$ cat src/rtl/srpwm_pkg.sv
`timescale 1ns/1ps
// srpwm_pkg: shared defaults and the registered gate-drive bundle.
// Assumes all users take their widths from the top-level parameters.
package srpwm_pkg;
    localparam int unsigned DEF_CNT_W    = 9;
    localparam int unsigned DEF_DUTY_MAX = 360;
    localparam int unsigned DEF_DEAD_CYC = 4;

    typedef struct packed {
        logic frame;   // first cycle of the frame
        logic main;    // main switch on
        logic rect;    // rectifier switch on
    } gate_vec_t;
endpackage

$ cat src/rtl/srpwm_frame_counter.sv
`timescale 1ns/1ps
// srpwm_frame_counter: free-running frame counter that wraps every 2^CNT_W clocks.
// Assumes a synchronous active-low reset. at_zero flags the count value 0.
module srpwm_frame_counter #(
    parameter int unsigned CNT_W = 9
) (
    input  logic             clk,
    input  logic             rst_n,
    output logic [CNT_W-1:0] cnt,
    output logic             at_zero
);
    // count up every clock; wrap is natural overflow
    always_ff @(posedge clk) begin
        if (!rst_n) cnt <= '0;
        else        cnt <= cnt + 1'b1;
    end

    // frame boundary flag
    always_comb at_zero = (cnt == '0);
endmodule

$ cat src/rtl/srpwm_duty_latch.sv
`timescale 1ns/1ps
// srpwm_duty_latch: clamps the command and holds it for one whole frame.
// Assumes at_zero is high exactly at the boundary count. The value seen in that
// boundary cycle is forwarded at once, so the new frame already uses it.
module srpwm_duty_latch #(
    parameter int unsigned CNT_W    = 9,
    parameter int unsigned DUTY_MAX = 360
) (
    input  logic             clk,
    input  logic             rst_n,
    input  logic             at_zero,
    input  logic [CNT_W-1:0] duty_cmd,
    output logic [CNT_W-1:0] duty_eff
);
    localparam int unsigned FULL = (1 << CNT_W) - 1;

    logic [CNT_W-1:0] cmd_lim;
    logic [CNT_W-1:0] duty_q;

    // ceiling: the clamp exists only when the limit is below full scale
    generate
        if (DUTY_MAX < FULL) begin : g_clamp
            localparam logic [CNT_W-1:0] LIM = CNT_W'(DUTY_MAX);
            always_comb cmd_lim = (duty_cmd > LIM) ? LIM : duty_cmd;
        end else begin : g_pass
            always_comb cmd_lim = duty_cmd;
        end
    endgenerate

    // hold register, loaded only on the boundary count
    always_ff @(posedge clk) begin
        if (!rst_n)       duty_q <= '0;
        else if (at_zero) duty_q <= cmd_lim;
    end

    // bypass in the boundary cycle, held value otherwise
    always_comb duty_eff = at_zero ? cmd_lim : duty_q;
endmodule

$ cat src/rtl/srpwm_gate_shaper.sv
`timescale 1ns/1ps
// srpwm_gate_shaper: turns count and duty into registered gate commands.
// Assumes duty_eff <= 2^CNT_W - 2*DEAD_CYC, so both guard intervals fit the frame.
// Outputs lag the count by one clock, so the frame cycle index equals the count
// seen at the previous edge.
module srpwm_gate_shaper
    import srpwm_pkg::*;
#(
    parameter int unsigned CNT_W    = 9,
    parameter int unsigned DEAD_CYC = 4
) (
    input  logic             clk,
    input  logic             rst_n,
    input  logic [CNT_W-1:0] cnt,
    input  logic             at_zero,
    input  logic [CNT_W-1:0] duty_eff,
    output gate_vec_t        gates
);
    localparam logic [CNT_W:0] DEAD_X   = (CNT_W+1)'(DEAD_CYC);
    localparam logic [CNT_W:0] RECT_END = (CNT_W+1)'((1 << CNT_W) - DEAD_CYC);

    logic [CNT_W:0] cnt_x;
    logic [CNT_W:0] rect_beg;
    gate_vec_t      nxt;

    // next-cycle gate pattern from pure count comparisons
    always_comb begin
        cnt_x    = {1'b0, cnt};
        rect_beg = {1'b0, duty_eff} + DEAD_X;
        nxt.frame = at_zero;
        nxt.main  = (cnt < duty_eff);
        nxt.rect  = (cnt_x >= rect_beg) && (cnt_x < RECT_END);
    end

    // register the gates so the pins never glitch
    always_ff @(posedge clk) begin
        if (!rst_n) gates <= '0;
        else        gates <= nxt;
    end
endmodule

$ cat src/rtl/srpwm_gen.sv
`timescale 1ns/1ps
// srpwm_gen: two-output PWM generator for a synchronous boost stage.
// Assumes a continuous-conduction stage: the rectifier drive is always the
// guarded complement of the main drive. Reset is synchronous, active low.
module srpwm_gen
    import srpwm_pkg::*;
#(
    parameter int unsigned CNT_W    = DEF_CNT_W,
    parameter int unsigned DUTY_MAX = DEF_DUTY_MAX,
    parameter int unsigned DEAD_CYC = DEF_DEAD_CYC
) (
    input  logic             clk,
    input  logic             rst_n,
    input  logic [CNT_W-1:0] duty_cmd,
    output logic             main_drv,
    output logic             rect_drv,
    output logic             frame_start
);
    logic [CNT_W-1:0] cnt;
    logic             at_zero;
    logic [CNT_W-1:0] duty_eff;
    gate_vec_t        gates;

    srpwm_frame_counter #(.CNT_W(CNT_W)) u_cnt (
        .clk     (clk),
        .rst_n   (rst_n),
        .cnt     (cnt),
        .at_zero (at_zero)
    );

    srpwm_duty_latch #(.CNT_W(CNT_W), .DUTY_MAX(DUTY_MAX)) u_duty (
        .clk      (clk),
        .rst_n    (rst_n),
        .at_zero  (at_zero),
        .duty_cmd (duty_cmd),
        .duty_eff (duty_eff)
    );

    srpwm_gate_shaper #(.CNT_W(CNT_W), .DEAD_CYC(DEAD_CYC)) u_shape (
        .clk      (clk),
        .rst_n    (rst_n),
        .cnt      (cnt),
        .at_zero  (at_zero),
        .duty_eff (duty_eff),
        .gates    (gates)
    );

    // map the registered bundle onto the pins
    always_comb begin
        main_drv    = gates.main;
        rect_drv    = gates.rect;
        frame_start = gates.frame;
    end
endmodule

$ cat config.mk
export PLATFORM = sky130hd
export DESIGN_NAME = srpwm_gen
export DESIGN_NICKNAME = d
export VERILOG_FILES = /design/src/rtl/srpwm_pkg.sv /design/src/rtl/srpwm_frame_counter.sv /design/src/rtl/srpwm_duty_latch.sv /design/src/rtl/srpwm_gate_shaper.sv /design/src/rtl/srpwm_gen.sv
export SDC_FILE = /design/constraint.sdc
export NUM_CORES = 1
export LEC_CHECK = 0
export BUFFER_PORTS_ARGS = -buffer_cell sky130_fd_sc_hd__buf_4
export CORE_ASPECT_RATIO = 1.75
export CORE_MARGIN = 3
export CORE_UTILIZATION = 50
export CTS_CLUSTER_SIZE = 16
export DETAILED_ROUTE_END_ITERATION = 10
export PLACE_DENSITY = 0.73
export SLEW_MARGIN = 10
export SYNTH_ARGS = -nofsm -noshare
export SYNTH_HDL_FRONTEND = slang
export SYNTH_SLANG_ARGS = --single-unit
export TNS_END_PERCENT = 1
$ cat constraint.sdc
create_clock -name clk -period 4.4 [get_ports clk]
set_clock_uncertainty 0.2 [all_clocks]
set_input_delay 0.88 -clock clk [delete_from_list [all_inputs] [get_ports clk]]
set_output_delay 0.88 -clock clk [all_outputs]
set_load 0.03 [all_outputs]
Word level (Yosys, flattened, before mapping):

Cells that the tools add are included.

* register bits: 21
* output and inout port bits: 3
* word-level logic and storage cells: 15

* add/sub/neg operators: 2
* magnitude comparators: 4
* multiplexer cells: 2
* reduce and logical (&&, ||, !) cells: 2

Operators by type and width (number)
* $mux W9: 2
* $add A9 B3 Y10 const B: 1
* $ge A9 B10 Y1: 1
* $add A9 B1 Y9 const B: 1
* $gt A9 B9 Y1 const B: 1
* $logic_not A9 Y1: 1
* $lt A9 B9 Y1: 1
* $lt A9 B9 Y1 const B: 1
* $logic_and A1 B1 Y1: 1

Depth between registers and ports, before layout:

Gate-level depths: netlist of run 1.

* depth after elaboration: 6
* depth in mapped cells: 17
* depth with buffers taken out: 16

Modules after synthesis:

From an unflattened synthesis of run 1, not the netlist that was laid out.

* cells, all modules: 167
* area total of the unflattened synthesis: 1446.4 µm²

By module, submodules not included
* srpwm_gate_shaper: instances 1, cells an instance 68, area each 566.8 µm², seq. area each 60.1 µm²
* srpwm_duty_latch: instances 1, cells an instance 54, area each 456.7 µm², seq. area each 180.2 µm²
* srpwm_frame_counter: instances 1, cells an instance 45, area each 422.9 µm², seq. area each 180.2 µm²

Least setup slack after synthesis of run 1:

OpenSTA, ideal clock, no wires.

* kind: input port to flip-flop
* start point: input port duty_cmd[3]
* end point: register, netlist name u_shape.gates[0]
* arrival: 2969 ps
* data required time: 4084 ps
* slack: 1115 ps
* cell stages on the path: 12
* cells stage by stage: o211a_1 o21ai_0 and2_2 a22o_1 ha_1 and3_1 a31oi_1 nor2_1 a21oi_1 ha_1 or4_1 o211a_1

* longest elaborated chain between the ends: 6

RTL lines
* start, declared: line srpwm_gen.sv:14 `input logic [CNT_W-1:0] duty_cmd,`
* $gt A9 B9 Y1: line srpwm_duty_latch.sv:24 `always_comb cmd_lim = (duty_cmd > LIM) ? LIM : duty_cmd;`
* $mux W9: line srpwm_duty_latch.sv:24
* $mux W9: line srpwm_duty_latch.sv:37 `always_comb duty_eff = at_zero ? cmd_lim : duty_q;`
* net duty_eff[2]: line srpwm_gen.sv:21 `logic [CNT_W-1:0] duty_eff;`
* $add A9 B3 Y10: line srpwm_gate_shaper.sv:29 `rect_beg = {1'b0, duty_eff} + DEAD_X;`
* $ge A9 B10 Y1: line srpwm_gate_shaper.sv:32 `nxt.rect = (cnt_x >= rect_beg) && (cnt_x < RECT_END);`
* $logic_and A1 B1 Y1: line srpwm_gate_shaper.sv:32

The timed path passes the listed nets, and every way through them passes these cells.
A chain may end at the register's enable or synchronous reset.

Worst setup path after layout of run 1:

* start point: register u_cnt.cnt[0]
* end point: register, netlist name u_shape.gates[1]

* longest elaborated chain between the ends: 3

RTL lines
* start, declared: line srpwm_frame_counter.sv:9 `output logic [CNT_W-1:0] cnt,`
* start signal, assigned: line srpwm_frame_counter.sv:15 `else cnt <= cnt + 1'b1;`
* $logic_not A9 Y1: line srpwm_frame_counter.sv:19 `always_comb at_zero = (cnt == '0);`
* $mux W9: line srpwm_duty_latch.sv:37
* net duty_eff[2]: line srpwm_gen.sv:21
* $lt A9 B9 Y1: line srpwm_gate_shaper.sv:31 `nxt.main = (cnt < duty_eff);`

The timed path passes the listed nets, and every way through them passes these cells.

==> flow_metrics.py, run 1 <==
metrics = {
    "logic_synthesis": {
        "syn_avg_cell_area_um2": 8.63,
        "synthTopCellsByCount": "dfxtp_1, ha_1, nor2_1",
        "synth-main-ff-cell": "dfxtp_1",
        "syn-num-nets": 190,
        "ys_seq_area_share_pct": 30.3,
        "ys_types": 40,
        "netlist_area_mm2": 0.00139,
        "ys_seq_elements": 21,
        "synthMostInstantiatedCell": "dfxtp_1",
        "yosysWarnings": 0,
        "async_flop_share_pct": 0,
        "synth_cells": 161,
        "synth_top_cells_by_area": "dfxtp_1, ha_1, nor2_1",
        "synth_top_area_cell": "dfxtp_1",
        "synth_edf_count": 0,
        "synth_top_area_share_pct": 30.3,
    },
    "flow_run": {
        "drv_cap": 0,
    },
    "worst_setup_path": {
        "cp_data_arrival_time_ps": 3380,
        "regToRegSetupSlack_ps": 970,
        "required_ps": 4350,
        "worstPathCellList": "inv_1 > ha_1 > nor4b_4 > nand2_1 > a22o_1 > ha_1 > nor2_1 > a221oi_1 > o21ai_0 > maj3_2 > a2111oi_2",
        "crit_path_end_kind": "flop",
        "rr_startpoint": "u_cnt.cnt[0]$_SDFF_PN0_",
        "cp_num_buf_inv": 1,
        "rr_worst_depth": 11,
        "critPathMaxStageDelay_ps": 400,
        "crit_family": "compound AO/OA/AOI/OAI gates",
        "crit_type": "reg2reg",
        "r2r_end": "u_shape.gates[1]$_SDFF_PN0_",
        "crit_path_max_fanout": 12,
        "slowest_stage": "a22o_1",
        "cpMostUsedCell": "ha_1",
        "startpoint_type": "flop",
    },
    "placed_design": {
        "hpwl_um": 2230,
        "globalplace.congestion": 0.844,
        "io_buffers": 13,
        "placed_area_mm2": 0.00149,
        "placed_cells": 196,
    },
    "route": {
        "vias_per_cell": 5.78,
        "first_pass_iters": 4,
        "drtAntennaViolNets": 0,
        "routed_wl_um": 2830,
        "wl_per_cell_um": 14.1,
        "drt_iter0_markers": 40,
        "drc": 0,
        "vias": 1156,
    },
    "floorplanning": {
        "core_mm2": 0.00258,
        "die_area_mm2": 0.00347,
        "die_h_um": 75.7,
        "rows": 24,
        "initial_core_util_pct": 53.8,
        "die_w_um": 45.8,
        "num_io_pins": 14,
    },
    "cells_and_area": {
        "regArea_um2": 420,
        "final_cells": 200,
        "drive_gt1_share_pct": 14.9,
        "post-route-cell-area_mm2": 0.00153,
        "fin_nets": 204,
        "areaGrowthSynthToFinish_pct": 10.5,
        "multi_input_area_um2": 893,
        "fill_cells": 236,
        "n_antenna_cell": 0,
        "fin_util_pct": 59.4,
    },
    "timing": {
        "worst_pin_slew_ps": 527,
        "drv_slew": 0,
        "period_minus_slack_ps": 3430,
        "hold_viol": 0,
        "finalCritPeriodShare_pct": 77.9,
        "holdWs_ps": 267,
        "fmax_mhz": 292,
        "max_slew_margin_pct": 64.6,
        "grt_setup_unrepaired": "false",
        "setup_tns_ps": 0,
        "setup_viol": 0,
    },
    "global_route": {
        "grt_pass1_wl_um": 4790,
        "grt_max_degree": 19,
        "antenna_found_initial": 0,
        "grt_pass1_vias": 1151,
        "grt_usage_pct": 18.6,
        "grt.overflow.total": 0,
    },
    "worst_hold_path": {
        "hp-start": "u_cnt.cnt[0]$_SDFF_PN0_",
        "hold_depth": 1,
        "hold_end": "u_cnt.cnt[0]$_SDFF_PN0_",
        "min_path_type": "reg2reg",
    },
    "power": {
        "ir_drop_mv": 0.203,
        "leakage_nw": 0.710,
        "power.density_mw_per_mm2": 308,
    },
    "clocking": {
        "cts_resized": 0,
        "root_buffer": "clkbuf_8",
        "worstSkewPairLatency_ps": 260,
        "postCtsSetupBuffers": 0,
        "cts_tree": "yes",
        "clock_path_buffers": 2,
        "clock-sinks": 21,
        "cts_buffers": 3,
        "cts_max_level": 1,
        "cts_hold_buffers": 0,
        "clkTransAtPathRegs_ps": 70,
    },
    "run_status": {
        "status": "finished clean",
    },
}
-- worst max-delay path by stage --
stage | startpoint | slack, ps | to | depth (start not counted)
CTS | u_cnt.cnt[0]$_SDFF_PN0_ | 930 | u_shape.gates[1]$_SDFF_PN0_ | 11
finish | u_cnt.cnt[0]$_SDFF_PN0_ | 970 | u_shape.gates[1]$_SDFF_PN0_ | 11
global route | u_cnt.cnt[0]$_SDFF_PN0_ | 690 | u_shape.gates[0]$_SDFF_PN0_ | 14
detailed placement | duty_cmd[3] | 760 | u_shape.gates[0]$_SDFF_PN0_ | 13
global placement | duty_cmd[3] | 820 | u_shape.gates[0]$_SDFF_PN0_ | 13
floorplan | duty_cmd[3] | 1110 | u_shape.gates[0]$_SDFF_PN0_ | 12
-- state kept, by name, summed over array words and instances (netlist names) --
name / count
u_cnt.cnt: 9
u_duty.duty_q: 9
u_shape.gates: 3
-- layout make-up --
cell class	count	area share (%)
Multi-Input combinational cell	124	58.2
Tap cell	26	2.12
Clock buffer	4	2.94
Sequential cell	21	27.4
Timing Repair Buffer	13	6.36
Inverter	12	2.94
-- cells by family (layout without fill, tap and decap cells) --
family,Yosys count,after routing,share of synthesized area [%]
and+or+nand+nor,55,55,21.6
AOI/OAI and AO/OA,39,39,18.6
DFF,21,21,30.3
adders and majority gates,19,19,17.0
buffers and inverters,16,29,5.41
xor gates and xnor gates,10,10,6.31
muxes,1,1,0.721
-- power by group --
part	total (mW)	internal, mW	leakage (nW)	switching, mW
Clock	0.125	0.0644	0.0228	0.0604
Sequential	0.211	0.202	0.172	0.00857
Combinational	0.136	0.0615	0.515	0.0750
-- cell usage in the layout, fill, tap and decap left out, types with 4 or more instances in the layout --
cell type,netlist,final
a21oi_1,13,13
and2_1,4,4
buf_4,0,13
dfxtp_1,21,21
ha_1,18,18
inv_1,11,11
nand2_1,9,9
nand3_1,8,8
nor2_1,18,18
o21ai_0,8,8
xnor2_1,5,5
xor2_1,5,5
-- worst reg2reg max path: stages (launching register included) --
cell       delay [ps]
dfxtp_1           340
inv_1              90
ha_1              150
nor4b_4           310
nand2_1           340
a22o_1            400
ha_1              340
nor2_1             50
a221oi_1          280
o21ai_0           150
maj3_2            330
a2111oi_2         350
-- through the flow --
| step | power [mW] | worst slack [ps] |
|---|---|---|
| CTS | 0.476 | 930 |
| detailed placement | 0.353 | 761 |
| floorplan | 0.321 | 1110 |
| global placement | 0.347 | 820 |
| finish | 0.472 | 974 |
| global route | 0.505 | 688 |
-- layer usage --
metal  GRT usage, %  share of wire (%)  vias to the layer above
met1           20.5                 42                      535
met2           34.2                 55                       15
li1               -                  -                      599
met4           6.96                1.7                        0
met3           2.60                1.9                        7
met5              0                  0                        -
(Power assumes the default switching activity.)
==> run 2: changes to the inputs <==
--- a/config.mk
+++ b/config.mk
@@ -11,7 +11,7 @@
 export CORE_UTILIZATION = 50
 export CTS_CLUSTER_SIZE = 16
 export DETAILED_ROUTE_END_ITERATION = 10
-export PLACE_DENSITY = 0.73
+export PLACE_DENSITY = 0.76
 export SLEW_MARGIN = 10
 export SYNTH_ARGS = -nofsm -noshare
 export SYNTH_HDL_FRONTEND = slang
==> constraint.sdc (replaced) <==
create_clock -name clk -period 2.8 [get_ports clk]
set_clock_uncertainty 0.2 [all_clocks]
set_input_delay 0.56 -clock clk [delete_from_list [all_inputs] [get_ports clk]]
set_output_delay 0.56 -clock clk [all_outputs]
set_load 0.03 [all_outputs]
==> flow_metrics.py, run 2 (synthesized netlist as in run 1, its figures left out) <==
metrics = {
    "floorplanning": {
        "die_w_um": 45.8,
        "rows": 24,
        "core_mm2": 0.00258,
        "die_area_mm2": 0.00347,
        "num_io_pins": 14,
        "initial_core_util_pct": 53.8,
        "die_h_um": 75.7,
    },
    "timing": {
        "setup_viol": 2,
        "setup_ws_ps": -229,
        "hold_viol": 0,
        "finalCritPeriodShare_pct": 108,
        "period_minus_slack_ps": 3030,
        "max_slew_margin_pct": 72.0,
        "drv_slew": 0,
        "worst_pin_slew_ps": 417,
        "fmax_mhz": 330,
        "grt_setup_unrepaired": "true",
        "holdWs_ps": 343,
    },
    "flow_run": {
        "drv_cap": 0,
    },
    "route": {
        "vias": 1424,
        "drc": 0,
        "first_pass_iters": 4,
        "drtAntennaViolNets": 0,
        "vias_per_cell": 6.01,
        "wl_per_cell_um": 17.5,
        "routed_wl_um": 4150,
        "drt_iter0_markers": 64,
    },
    "worst_setup_path": {
        "required_ps": 2770,
        "cp_num_buf_inv": 2,
        "critPathMaxStageDelay_ps": 350,
        "crit_type": "reg2reg",
        "crit_path_max_fanout": 4,
        "crit_path_end_kind": "flop",
        "cpMostUsedCell": "and2_4",
        "worstPathCellList": "inv_2 > ha_4 > nor4b_4 > and2_4 > and2_4 > buf_4 > a22oi_1 > ha_1 > a221oi_2 > o21ai_1 > maj3_2 > a2111oi_4",
        "slowest_stage": "dfxtp_1",
        "startpoint_type": "flop",
        "crit_family": "compound AO/OA/AOI/OAI gates",
        "cp_data_arrival_time_ps": 3000,
    },
    "placed_design": {
        "io_buffers": 13,
        "globalplace.congestion": 0.926,
        "placed_cells": 225,
        "hpwl_um": 2950,
    },
    "run_status": {
        "status": "complete, but fails checks",
        "violations": "negative setup slack",
    },
    "global_route": {
        "grt.overflow.total": 0,
        "antenna_found_initial": 0,
        "grt_pass1_wl_um": 6590,
        "grt_pass1_vias": 1487,
        "grt_usage_pct": 26.2,
        "grt_max_degree": 12,
    },
    "clocking": {
        "clkTransAtPathRegs_ps": 80,
        "worstSkewPairLatency_ps": 270,
        "clock-sinks": 21,
        "cts_max_level": 1,
        "root_buffer": "clkbuf_8",
        "cts_buffers": 3,
        "clock_path_buffers": 2,
        "cts_tree": "yes",
    },
    "cells_and_area": {
        "fill_cells": 175,
        "final_cell_mix": "buf_4, dfxtp_1, nor2_1",
        "final_cells": 237,
        "drive_gt1_share_pct": 38.9,
        "largestRegisters": "u_cnt.cnt (9), u_duty.duty_q (9), u_shape.gates (3)",
        "final_common_cell": "buf_4",
        "fin_nets": 241,
        "n_antenna_cell": 0,
        "areaGrowthSynthToFinish_pct": 38.7,
    },
    "worst_hold_path": {
        "min_path_type": "in2reg",
    },
    "power": {
        "power_mw": 0.889,
        "leakage_nw": 0.911,
        "power.density_mw_per_mm2": 461,
        "ir_drop_mv": 0.468,
    },
}
run 2: final cells by class:
cell class	instances	area [um^2]	area share (%)
Inverter	12	45.0	2.34
Tap cell	26	32.5	1.69
Multi-Input combinational cell	124	1000	51.9
Sequential cell	21	422	21.9
Timing Repair Buffer	50	383	19.9
Clock buffer	4	45.0	2.34
run 2: what timing repair did:
action,4_1_cts,5_1_grt
setup buffers,7,1
hold buffers,0,0
cloned,0,0
pin swaps,17,6
gates resized for setup,15,6
setup endpoints to repair,2,2
run 2: worst reg2reg max path, delay by kind of cell (launching register included):
family	cells	cell delay, ps
AOI/OAI and AO/OA	4	950
adders and majority gates	3	810
buffers and inverters	2	180
DFF	1	350
and+or+nand+nor	3	440
run 2: power breakdown:
part / internal (mW) / leakage (nW) / switching (mW) / total (mW)
Combinational: 0.177 / 0.716 / 0.176 / 0.352
Clock: 0.102 / 0.0228 / 0.104 / 0.205
Sequential: 0.318 / 0.172 / 0.0128 / 0.331
Total: 0.597 / 0.911 / 0.292 / 0.889
run 2: worst paths after layout:
kind	from	endpoint	slack, ps	depth (start not counted)
worst max-delay path	u_cnt.cnt[1]$_SDFF_PN0_	u_shape.gates[1]$_SDFF_PN0_	-230	12
worst min-delay path	rst_n	u_duty.duty_q[2]$_SDFF_PN0_	340	2
worst max register to register	u_cnt.cnt[1]$_SDFF_PN0_	u_shape.gates[1]$_SDFF_PN0_	-230	12
worst min register to register	u_cnt.cnt[0]$_SDFF_PN0_	u_cnt.cnt[0]$_SDFF_PN0_	340	2
run 2: per-layer routing:
metal  track usage (%)  up-vias  wire length (um)
li1                  -      671                 -
met1              27.4      676              1520
met2              47.2       56              2260
met3              4.96       21               202
met4              13.6        0               163
met5                 0        -                 0
run 2: metrics by stage:
step	setup WS (ps)	instance area, um^2	TNS, ps	util (%)
2_1_floorplan	-168	1400	-328	-
6_report	-229	1930	-450	74.6
3_3_place_gp	-353	1710	-635	66.4
4_1_cts	-199	1900	-388	73.5
3_5_place_dp	-517	1710	-960	66.4
5_1_grt	-361	1930	-722	74.6
==> run 3: changes to the inputs <==
--- a/config.mk
+++ b/config.mk
@@ -6,12 +6,13 @@
 export NUM_CORES = 1
 export LEC_CHECK = 0
 export BUFFER_PORTS_ARGS = -buffer_cell sky130_fd_sc_hd__buf_4
-export CORE_ASPECT_RATIO = 1.75
+export CORE_ASPECT_RATIO = 1.4
 export CORE_MARGIN = 3
 export CORE_UTILIZATION = 50
 export CTS_CLUSTER_SIZE = 16
 export DETAILED_ROUTE_END_ITERATION = 10
 export PLACE_DENSITY = 0.76
+export SETUP_SLACK_MARGIN = 0.3
 export SLEW_MARGIN = 10
 export SYNTH_ARGS = -nofsm -noshare
 export SYNTH_HDL_FRONTEND = slang
==> constraint.sdc (replaced) <==
create_clock -name clk -period 2.8 [get_ports clk]
set_clock_uncertainty 0.2 [all_clocks]
set_input_delay 0.14 -clock clk [delete_from_list [all_inputs] [get_ports clk]]
set_output_delay 0.14 -clock clk [all_outputs]
set_load 0.03 [all_outputs]
==> flow_metrics.py, run 3 (synthesized netlist as in run 1, its figures left out) <==
metrics = {
    "floorplanning": {
        "num_io_pins": 14,
        "initial_core_util_pct": 52.6,
        "die_w_um": 50.5,
        "die_h_um": 68.4,
        "die_area_mm2": 0.00345,
        "rows": 22,
        "core_mm2": 0.00264,
    },
    "power": {
        "power.density_mw_per_mm2": 423,
        "ir_drop_mv": 0.342,
        "leakage_nw": 0.938,
        "power_mw": 0.857,
    },
    "clocking": {
        "cts_max_level": 1,
        "clock-sinks": 21,
        "worstSkewPairLatency_ps": 320,
        "root_buffer": "clkbuf_4",
        "clkTransAtPathRegs_ps": 130,
        "cts_tree": "yes",
        "cts_buffers": 3,
        "clock_path_buffers": 2,
    },
    "global_route": {
        "antenna_found_initial": 0,
        "grt.overflow.total": 0,
        "use_met2_pct": 46.6,
        "grt_pass1_vias": 1407,
        "busiest_layer": "met2",
        "grt_usage_pct": 23.7,
        "grt_max_degree": 12,
        "met3_usage_pct": 3.27,
        "grt_pass1_wl_um": 6000,
        "met1_usage_pct": 24.5,
    },
    "route": {
        "vias_per_cell": 5.58,
        "drt_iter0_markers": 37,
        "first_pass_iters": 4,
        "wl_per_cell_um": 16.3,
        "drc": 0,
        "drtAntennaViolNets": 0,
        "vias": 1405,
        "routed_wl_um": 4120,
    },
    "worst_setup_path": {
        "required_ps": 2830,
        "crit_type": "reg2reg",
        "crit_path_max_fanout": 4,
        "rr_startpoint": "u_cnt.cnt[0]$_SDFF_PN0_",
        "cp_data_arrival_time_ps": 3000,
        "startpoint_type": "flop",
        "crit_start": "u_cnt.cnt[0]$_SDFF_PN0_",
        "crit_path_end_kind": "flop",
    },
    "run_status": {
        "violations": "negative setup slack",
        "status": "complete, but fails checks",
    },
    "flow_run": {
        "drv_cap": 0,
    },
    "timing": {
        "hold_viol": 0,
        "fmax_mhz": 337,
        "period_minus_slack_ps": 2970,
        "drv_slew": 0,
        "setup_tns_ps": -315,
        "worst_pin_slew_ps": 381,
        "grt_setup_unrepaired": "true",
        "max_slew_margin_pct": 74.4,
        "finalCritPeriodShare_pct": 106,
        "setup_ws_ps": -168,
        "holdWs_ps": 99.7,
        "setup_viol": 2,
    },
    "placed_design": {
        "globalplace.congestion": 0.820,
        "placed_area_mm2": 0.00173,
        "hpwl_um": 2700,
        "io_buffers": 13,
    },
    "cells_and_area": {
        "post-route-cell-area_mm2": 0.00202,
        "areaGrowthSynthToFinish_pct": 45.8,
        "largestRegisters": "u_cnt.cnt (9), u_duty.duty_q (9), u_shape.gates (3)",
        "final_cell_mix": "buf_4, dfxtp_1, nor2_1",
        "n_antenna_cell": 0,
        "fill_cells": 174,
        "final_common_cell": "buf_4",
        "fin_nets": 246,
        "drive_gt1_share_pct": 43.5,
    },
    "worst_hold_path": {
        "hp-start": "duty_cmd[8]",
        "min_path_type": "in2reg",
    },
}
==> run 3: cell count changes in the layout (fill, tap and decap cells not counted), sizes merged <==
cell,previous run,this run
buf,50,52
dlygate4sd3,0,3
==> run 3: final cells by class <==
| class | count | area (um^2) | share of cell area, % |
|---|---|---|---|
| clock buffers | 4 | 26.3 | 1.30 |
| repair buffers | 55 | 435 | 21.5 |
| well taps | 36 | 45.0 | 2.22 |
| inverters | 12 | 45.0 | 2.22 |
| multi-input cells | 124 | 1050 | 51.9 |
| flip-flops and latches | 21 | 423 | 20.9 |
==> run 3: critical path: stages, from the launching register on <==
cell,delay (ps)
dfxtp_2,340
inv_2,60
ha_4,110
nor4b_4,260
and2_4,230
and2_4,150
a22o_4,140
ha_4,130
and3_4,180
a31oi_4,90
nor2_2,110
a21oi_2,50
ha_2,190
or4_4,410
o211a_1,230
==> run 3: through the flow <==
| step | cells | worst slack, ps | utilization, % |
|---|---|---|---|
| floorplan | 161 | -168 | - |
| global placement | 236 | -184 | 65.6 |
| detailed placement | 236 | -307 | 65.6 |
| CTS | 248 | -130 | 72.9 |
| global route | 252 | -302 | 76.6 |
| finish | 252 | -168 | 76.6 |
==> run 3: repair_timing <==
item,CTS,global route
pin swaps,5,22
resized for setup,17,17
buffers inserted,5,4
hold buffers,3,0
setup endpoints to repair,2,2
endpoints found under the hold margin,4,0
==> run 3: final timing paths <==
path	to	slack, ps	cells past startpoint
worst min register to register	u_cnt.cnt[0]$_SDFF_PN0_	320	2
worst max-delay path	u_shape.gates[0]$_SDFF_PN0_	-170	14
worst min-delay path	u_duty.duty_q[8]$_SDFF_PN0_	100	5
worst max register to register	u_shape.gates[0]$_SDFF_PN0_	-170	14
==> run 3: power breakdown <==
part	total, mW	switching [mW]	leakage (nW)	internal, mW
combinational	0.368	0.178	0.750	0.190
clock	0.157	0.101	0.0150	0.0558
sequential	0.332	0.0128	0.173	0.319
==> run 3: per-layer routing <==
layer	vias up	part of all wire [%]
met5	-	0
met4	0	3.9
met3	17	2.7
met2	32	53
met1	672	40
li1	684	-
